--- src/rtl/interleave_counter_pkg.sv ---
// Package: shared sizing for the interleaved-sequence counter.
// Assumes the output is one bit wider than the binary core count.
package interleave_counter_pkg;
    localparam int unsigned CORE_W  = 4;
    localparam int unsigned COUNT_W = CORE_W + 1;
    typedef logic [CORE_W-1:0]  core_t;
    typedef logic [COUNT_W-1:0] count_t;
endpackage

--- src/rtl/ic_core_counter.sv ---
// Module: ic_core_counter
// Binary up-counter of WIDTH bits that wraps at its top value and is
// cleared by a synchronous active-high reset.
// Assumes one advance per clock edge; no enable.
module ic_core_counter #(
    parameter int unsigned WIDTH = 4
) (
    input  logic             clk,
    input  logic             rst,
    output logic [WIDTH-1:0] value_o
);
    localparam logic [WIDTH-1:0] STEP = {{(WIDTH-1){1'b0}}, 1'b1};

    // Purpose: clear on reset, otherwise add one with natural wrap.
    always_ff @(posedge clk) begin
        if (rst) value_o <= '0;
        else     value_o <= value_o + STEP;
    end

    // a reset edge clears the core count.
    assert_core_clear_R1: assert property (@(posedge clk) rst |=> (value_o == '0));

    // a non-reset edge adds exactly one, modulo 2**WIDTH.
    assert_core_step_R5: assert property (@(posedge clk) disable iff (rst)
        $past(!rst) |-> (value_o == $past(value_o) + STEP));
endmodule

--- src/rtl/ic_fold_map.sv ---
// Module: ic_fold_map
// Widens a WIDTH-bit core count by one bit, copying its least
// significant bit into the new top bit. Purely combinational.
// Assumes WIDTH >= 1.
module ic_fold_map #(
    parameter int unsigned WIDTH = 4
) (
    input  logic [WIDTH-1:0] core_i,
    output logic [WIDTH:0]   count_o
);
    genvar gi;
    // Purpose: pass the lower bits through unchanged.
    generate
        for (gi = 0; gi < WIDTH; gi++) begin : g_pass
            assign count_o[gi] = core_i[gi];
        end
    endgenerate

    // Purpose: the top bit mirrors the lowest core bit.
    assign count_o[WIDTH] = core_i[0];
endmodule

--- src/rtl/interleave_counter.sv ---
// Module: interleave_counter (top)
// Produces the 16-step interleaved order 0,17,2,19,...,14,31 and repeats.
// Built from a binary core counter plus a fold that mirrors bit 0
// into the top bit. Assumes synchronous active-high reset.
module interleave_counter
    import interleave_counter_pkg::*;
(
    input  logic         clk,
    input  logic         rst,
    output logic [4:0]   count_o
);
    core_t  core_q;
    count_t folded;

    // Purpose: binary stepping of the low bits.
    ic_core_counter #(.WIDTH(CORE_W)) u_core (
        .clk     (clk),
        .rst     (rst),
        .value_o (core_q)
    );

    // Purpose: form the interleaved value from the core count.
    ic_fold_map #(.WIDTH(CORE_W)) u_fold (
        .core_i  (core_q),
        .count_o (folded)
    );

    assign count_o = folded;

    // top bit and bottom bit of the output always agree.
    assert_top_mirror_R4: assert property (@(posedge clk) disable iff (rst)
        count_o[COUNT_W-1] == count_o[0]);

    // the highest value is followed by zero.
    assert_wrap_zero_R3: assert property (@(posedge clk) disable iff (rst)
        (count_o == {COUNT_W{1'b1}}) |=> (count_o == '0));

    // the first non-reset edge after a reset gives 17.
    assert_restart_R6: assert property (@(posedge clk) disable iff (rst)
        $past(rst) |=> (count_o == 5'd17));
endmodule

--- config.mk ---
export PLATFORM = sky130hd
export DESIGN_NAME = interleave_counter
export DESIGN_NICKNAME = d
export VERILOG_FILES = /design/src/rtl/interleave_counter_pkg.sv /design/src/rtl/ic_core_counter.sv /design/src/rtl/ic_fold_map.sv /design/src/rtl/interleave_counter.sv
export SDC_FILE = /design/constraint.sdc
export NUM_CORES = 1
export LEC_CHECK = 0
export ABC_CLOCK_PERIOD_IN_PS = 800
export BUFFER_PORTS_ARGS = -buffer_cell sky130_fd_sc_hd__buf_2
export CORE_AREA = 2 2 39 41
export CTS_CLUSTER_DIAMETER = 40
export DETAILED_ROUTE_END_ITERATION = 6
export DIE_AREA = 0 0 41 43
export PLACE_DENSITY = 0.41
export SYNTH_ARGS = -nofsm -noshare
export SYNTH_HDL_FRONTEND = slang
export SYNTH_SLANG_ARGS = --single-unit
--- constraint.sdc ---
create_clock -name clk -period 0.8 [get_ports clk]
set_input_delay 0.08 -clock clk [delete_from_list [all_inputs] [get_ports clk]]
set_output_delay 0.08 -clock clk [all_outputs]
set_load 0.02 [all_outputs]
==> metrics.yaml, run 1 <==
die_h_um: 43
reg2reg_depth: 3
slew_viol_final: 0
required_ns: 0.72
netlist_area_sq_um: 152.6
worstPathMaxFanout: 4
path_cells: "buf_6 > buf_6"
die_area_sq_um: 1763
routabilityCongestion: 0.5470
root_buffer: "clkbuf_4"
largest_reg_flops: 4
via_per_inst: 3.190
cts_max_level: 1
area_delta_synth_final_pct: 99.18
cp_common_cell: "buf_6"
wl_per_cell_um: 7.833
path_clk_slew_ns: 0.04
grt_first_pass_wirelength_um: 524
rsz0062_at_grt: "yes"
slew-limit-headroom_pct: 92.21
synth.most_common_cell: "dfxtp_1"
layout.cells.non_filler: 42
cts_buffers: 3
initial_core_util_pct: 11.03
power_frac_comb_pct: 17.8
hold_class: "in2reg"
holdPathStages: 2
syn_inst: 14
rows: 14
numPortBuffers: 6
drc_errors: 0
post_route_cells_drive_above_1_share_pct: 73.08
fill_cells: 155
vias: 134
drtIter0Drc: 0
drt-pass1-iter-count: 1
antenna_cells: 0
violations: "negative setup slack"
run_status: "finished with violations"
ys_ff_latch: 4
synth_largest_area_cell: "dfxtp_1"
fin_crit_ns: 0.8916
overflow: 0
p_leak_nw: 0.1336
path_class: "reg2out"
fin_skew_ns: 0.006414
core-area_sq_um: 1384
power.switching_mw: 0.1431
max-vdd-ir-drop_uv: 423.6
finalNetCount: 30
die_w_um: 41
crit_path_end_kind: "output port"
grt_util_all_layers_pct: 5.416
cap_violations: 0
antenna_left: 0
p_seq_share_pct: 37.4
synth.distinct_cells: 8
min_period_over_period_pct: 111.4
placed_area_sq_um: 227.7
antenna_found_initial: 0
synth_top_area_share_pct: 52.46
worst_pin_slew_ns: 0.1163
crit_path_top_delay_cell: "dfxtp_4"
setup_violations: 6
synth_area_leaders: "dfxtp_1 52%, mux2_4 9.8%, ha_1 8.2%"
synth_edf_count: 0
routed_wl_um: 329
fmax_ghz: 1.122
critPathTopFamily: "flip-flops"
cts_max_path_buffers: 2
cp.depth: 2
syn_avg_cell_area_sq_um: 10.90
pin_count: 7
cts_hold_buf: 0
clockPowerShare_pct: 44.8
grt_max_degree: 6
p_sw_share_pct: 23.63
fin_area_sq_um: 304.0
yosysWarnings: 0
total_power_mw: 0.6057
yosysSeqAreaShare_pct: 52.46
top_regs: "u_core.value_o x4"
place_inst: 37
largest_register: "u_core.value_o"
grt_pass1_vias: 147
power_density_nw_per_um2: 1992
startpoint_type: "flop"
worstPathArrival_ns: 0.81
cts_tree: "done"
async_flop_share_pct: 0
intPower_mw: 0.4626
synth_flop_cell: "dfxtp_1"
setup_ws_ns: -0.09158
clkSinkCount: 4
hold_viol_final: 0
cpPeakStageDelay_ns: 0.35
finish.utilization_pct: 21.97
critPathBufInv: 2
synth_nets: 17
ys_top_cells_by_count: "4 x dfxtp_1, 3 x nor2_1, 2 x nor2b_1"
clock_latency_ns: 0.23
[cell type report]
cell class	instances	area, sq um	area share (%)
clock buffers	4	26.28	8.642
multi-input cells	9	77.57	25.51
flip-flops and latches	4	92.59	30.45
well taps	16	20.02	6.584
repair buffers	9	87.58	28.81
[worst reg2reg max path, delay by kind of cell (launching register included)]
kind | cells | cell delay, ns
adder cells (fa/ha/maj) | 1 | 0.23
XOR/XNOR | 1 | 0.16
AND/OR/NAND/NOR | 1 | 0.05
flip-flops | 1 | 0.35
[metal layers]
| metal | global-route usage, % | share of wire (%) | vias up |
|---|---|---|---|
| met3 | 3.141 | 3.0 | 0 |
| met1 | 3.526 | 31 | 62 |
| met5 | 0 | 0 | - |
| li1 | - | - | 68 |
| met2 | 6.875 | 66 | 4 |
| met4 | 10.00 | 0 | 0 |
[cells in the final DEF (no fill, tap or decap), drive strengths merged]
cell    Yosys  routed
dfxtp       4       4
xnor2       1       1
nor2b       2       2
buf         1       9
nand3       1       1
ha          1       1
nor2        3       3
clkbuf      0       4
mux2        1       1
[what timing repair did]
item | in CTS | in global routing
setup buffers | 1 | 0
pin swaps | 0 | 1
setup endpoints to repair | 7 | 8
gates cloned | 0 | 0
resized for setup | 10 | 2
[power by group through the flow]
| stage | combinational (mW) | clock (mW) | sequential (mW) |
|---|---|---|---|
| floorplan | 0.0273 | 0 | 0.245 |
| global placement | 0.0729 | 0 | 0.228 |
| detailed placement | 0.0722 | 0 | 0.227 |
| CTS | 0.102 | 0.287 | 0.227 |
| global route | 0.118 | 0.305 | 0.229 |
| finish | 0.108 | 0.272 | 0.227 |
[through the flow]
stage,TNS (ns),setup WS (ns),hold WS (ns)
after floorplan,-0.1862,-0.06399,0.1371
final,-0.4536,-0.09158,0.05572
after global placement,-0.1253,-0.05170,0.2930
after global routing,-0.6207,-0.1163,0.05601
after detailed placement,-0.1361,-0.05102,0.2917
after CTS,-0.4735,-0.1035,0.04573
[logic make-up (layout without fill, tap and decap cells)]
| kind of cell | Yosys count | in the layout | synth area share, % |
|---|---|---|---|
| and+or+nand+nor | 6 | 6 | 18.85 |
| DFF | 4 | 4 | 52.46 |
| buffers and inverters | 1 | 13 | 4.920 |
| muxes | 1 | 1 | 9.833 |
| xor gates and xnor gates | 1 | 1 | 5.739 |
| adders and majority gates | 1 | 1 | 8.195 |
[worst paths after layout]
| kind | from | end | slack [ns] |
|---|---|---|---|
| hold / removal | rst | u_core.value_o[2]$_SDFF_PP0_ | 0.06 |
| hold reg to reg | u_core.value_o[0]$_SDFF_PP0_ | u_core.value_o[0]$_SDFF_PP0_ | 0.44 |
| setup reg to reg | u_core.value_o[0]$_SDFF_PP0_ | u_core.value_o[2]$_SDFF_PP0_ | -0.08 |
| setup / recovery | u_core.value_o[0]$_SDFF_PP0_ | count_o[0] | -0.09 |
Note: power is estimated with default switching activity, not from simulation.
==> run 2, diff against run 1 <==
- PLACE_DENSITY: 0.41 -> not set
==> run 2 against run 1 <==
The flow still finishes with violations (negative setup slack). Die area did not move. Clock-buffer cell count did not move. Combinational power barely moved. Via count did not move. Sequential share of layout area fell by 0.73 points. Critical endpoint unchanged. Highest routed layer unchanged.
==> metrics.yaml, run 2 (synthesized netlist as in run 1, its figures left out) <==
fill_cells: 150  # was 155
rsz0062_at_grt: "yes"  # unchanged
numPortBuffers: 6  # unchanged
power.switching_mw: 0.1460  # was 0.1431 mW
layout.cells.non_filler: 42  # unchanged
intPower_mw: 0.4651  # was 0.4626 mW
preCtsSetupSlack_ns: -0.04870  # was -0.05102 ns
min_period_over_period_pct: 111.7  # was 111.4%
worst_pin_slew_ns: 0.1055  # was 0.1163 ns
finalNetCount: 30  # unchanged
clockPowerShare_pct: 44.8  # about the same
antenna_found_initial: 0  # unchanged
setup_violations: 6  # unchanged
pin_count: 7  # unchanged
hold_class: "in2reg"  # unchanged
largest_register: "u_core.value_o"  # unchanged
crit_path_end_kind: "output port"  # unchanged
top_regs: "u_core.value_o x4"  # unchanged
p_leak_nw: 0.1345  # was 0.1336 nW
setup_ws_ns: -0.09344  # was -0.09158 ns
slew_viol_final: 0  # unchanged
core-area_sq_um: 1384  # unchanged
path_class: "reg2out"  # unchanged
reg2reg_depth: 2  # was 3
required_ns: 0.72  # about the same
antenna_left: 0  # unchanged
cts_buffers: 3  # unchanged
final_common_cell: "buf_6"  # unchanged
largest_reg_flops: 4  # unchanged
p_sw_share_pct: 23.89  # was 23.63%
max-vdd-ir-drop_uv: 332.2  # was 423.6 uV
cts_hold_buf: 0  # unchanged
die_area_sq_um: 1763  # unchanged
cap_violations: 0  # unchanged
routed_wl_um: 311  # was 329 um
area_delta_synth_final_pct: 104.1  # was 99.18%
violations: "negative setup slack"  # unchanged
run_status: "finished with violations"  # unchanged
routabilityCongestion: 0.5824  # was 0.5470
via_per_inst: 3.190  # unchanged
wl_per_cell_um: 7.405  # was 7.833 um
p_seq_share_pct: 37.1  # was 37.4%
fmax_ghz: 1.119  # was 1.122 GHz
power_frac_comb_pct: 18.0  # was 17.8%
cts_tree: "done"  # unchanged
hold_viol_final: 0  # unchanged
grt_pass1_vias: 142  # was 147
path_clk_slew_ns: 0.04  # about the same
place_inst: 37  # unchanged
grt_max_degree: 6  # unchanged
clock_latency_ns: 0.24  # was 0.23 ns
drtIter0Drc: 4  # was 0
clkSinkCount: 4  # unchanged
final_cell_mix: "8 x buf_6, 3 x nor2_1, 3 x clkbuf_4, 3 x dfxtp_4, 2 x nor2b_1"  # was 6 x buf_6, 3 x nor2_1, 3 x clkbuf_4, 3 x dfxtp_4
startpoint_type: "flop"  # unchanged
grt_first_pass_wirelength_um: 524  # unchanged
vias: 134  # unchanged
overflow: 0  # unchanged
antenna_cells: 0  # unchanged
drt-pass1-iter-count: 2  # was 1
die_w_um: 41  # unchanged
worstPathMaxFanout: 4  # unchanged
hold_ws_ns: 0.05562  # was 0.05572 ns
cts_max_path_buffers: 2  # unchanged
power_density_nw_per_um2: 1961  # was 1992 nW/um^2
drc_errors: 0  # unchanged
grt_util_all_layers_pct: 5.706  # was 5.416%
worstPathArrival_ns: 0.81  # about the same
initial_core_util_pct: 11.03  # unchanged
cts_max_level: 1  # unchanged
post_route_cells_drive_above_1_share_pct: 73.08  # unchanged
rows: 14  # unchanged
fin_crit_ns: 0.8934  # was 0.8916 ns
die_h_um: 43  # unchanged
fin_skew_ns: 0.005693  # was 0.006414 ns
root_buffer: "clkbuf_4"  # unchanged
slew-limit-headroom_pct: 92.93  # was 92.21%
holdPathStages: 2  # unchanged
run 2: changes by cell type in the layout (fill, tap and decap cells not counted):
| cell | change |
|---|---|
| buf_4 | -2 |
| buf_6 | +2 |
run 2: power by group through the flow:
stage / Sequential [mW] / Clock, mW / Combinational, mW
finish: 0.227 / 0.274 / 0.110
global route: 0.228 / 0.313 / 0.120
CTS: 0.227 / 0.294 / 0.102
detailed placement: 0.228 / 0 / 0.0725
global placement: 0.227 / 0 / 0.0716
floorplan: 0.245 / 0 / 0.0273
run 2: path summary, 6_finish.rpt:
check	slack, ns	startpoint	endpoint
min	0.06	rst	u_core.value_o[2]$_SDFF_PP0_
max reg2reg	-0.05	u_core.value_o[0]$_SDFF_PP0_	u_core.value_o[1]$_SDFF_PP0_
max	-0.09	u_core.value_o[0]$_SDFF_PP0_	count_o[0]
min reg2reg	0.44	u_core.value_o[0]$_SDFF_PP0_	u_core.value_o[0]$_SDFF_PP0_
run 2: stage by stage:
stage / total power [mW] / util (%) / setup TNS (ns) / area (sq um)
after floorplan: 0.2718 / - / -0.1862 / 170.2
after global placement: 0.2991 / 16.46 / -0.1175 / 227.7
after detailed placement: 0.3005 / 16.46 / -0.1179 / 227.7
after CTS: 0.6234 / 21.43 / -0.4748 / 296.5
after global routing: 0.6605 / 22.51 / -0.5988 / 311.5
final: 0.6111 / 22.51 / -0.4147 / 311.5
run 2: critical path: stages (launching register included):
cell and delay [ns]:
dfxtp_4 0.35, buf_6 0.12, buf_6 0.12
run 2: layout make-up:
cell class / count / area [sq um] / area share (%)
Clock buffer: 4 / 26.28 / 8.434
Sequential cell: 4 / 92.59 / 29.72
Multi-Input combinational cell: 9 / 77.57 / 24.90
Timing Repair Buffer: 9 / 95.09 / 30.52
Tap cell: 16 / 20.02 / 6.426
run 2: metal layers:
layer	routed length, um	vias up	part of all wire, %	track usage, %
met2	132	7	42	6.250
met5	0	-	0	0
met1	145	58	47	4.140
met3	33	0	11	6.283
met4	0	0	0	8.000
li1	-	69	-	-
run 2: repair_timing:
| action | CTS | global route |
|---|---|---|
| resized for setup | 11 | 3 |
| setup buffers | 1 | 0 |
| setup endpoints to repair | 8 | 8 |
| pin swaps | 0 | 2 |
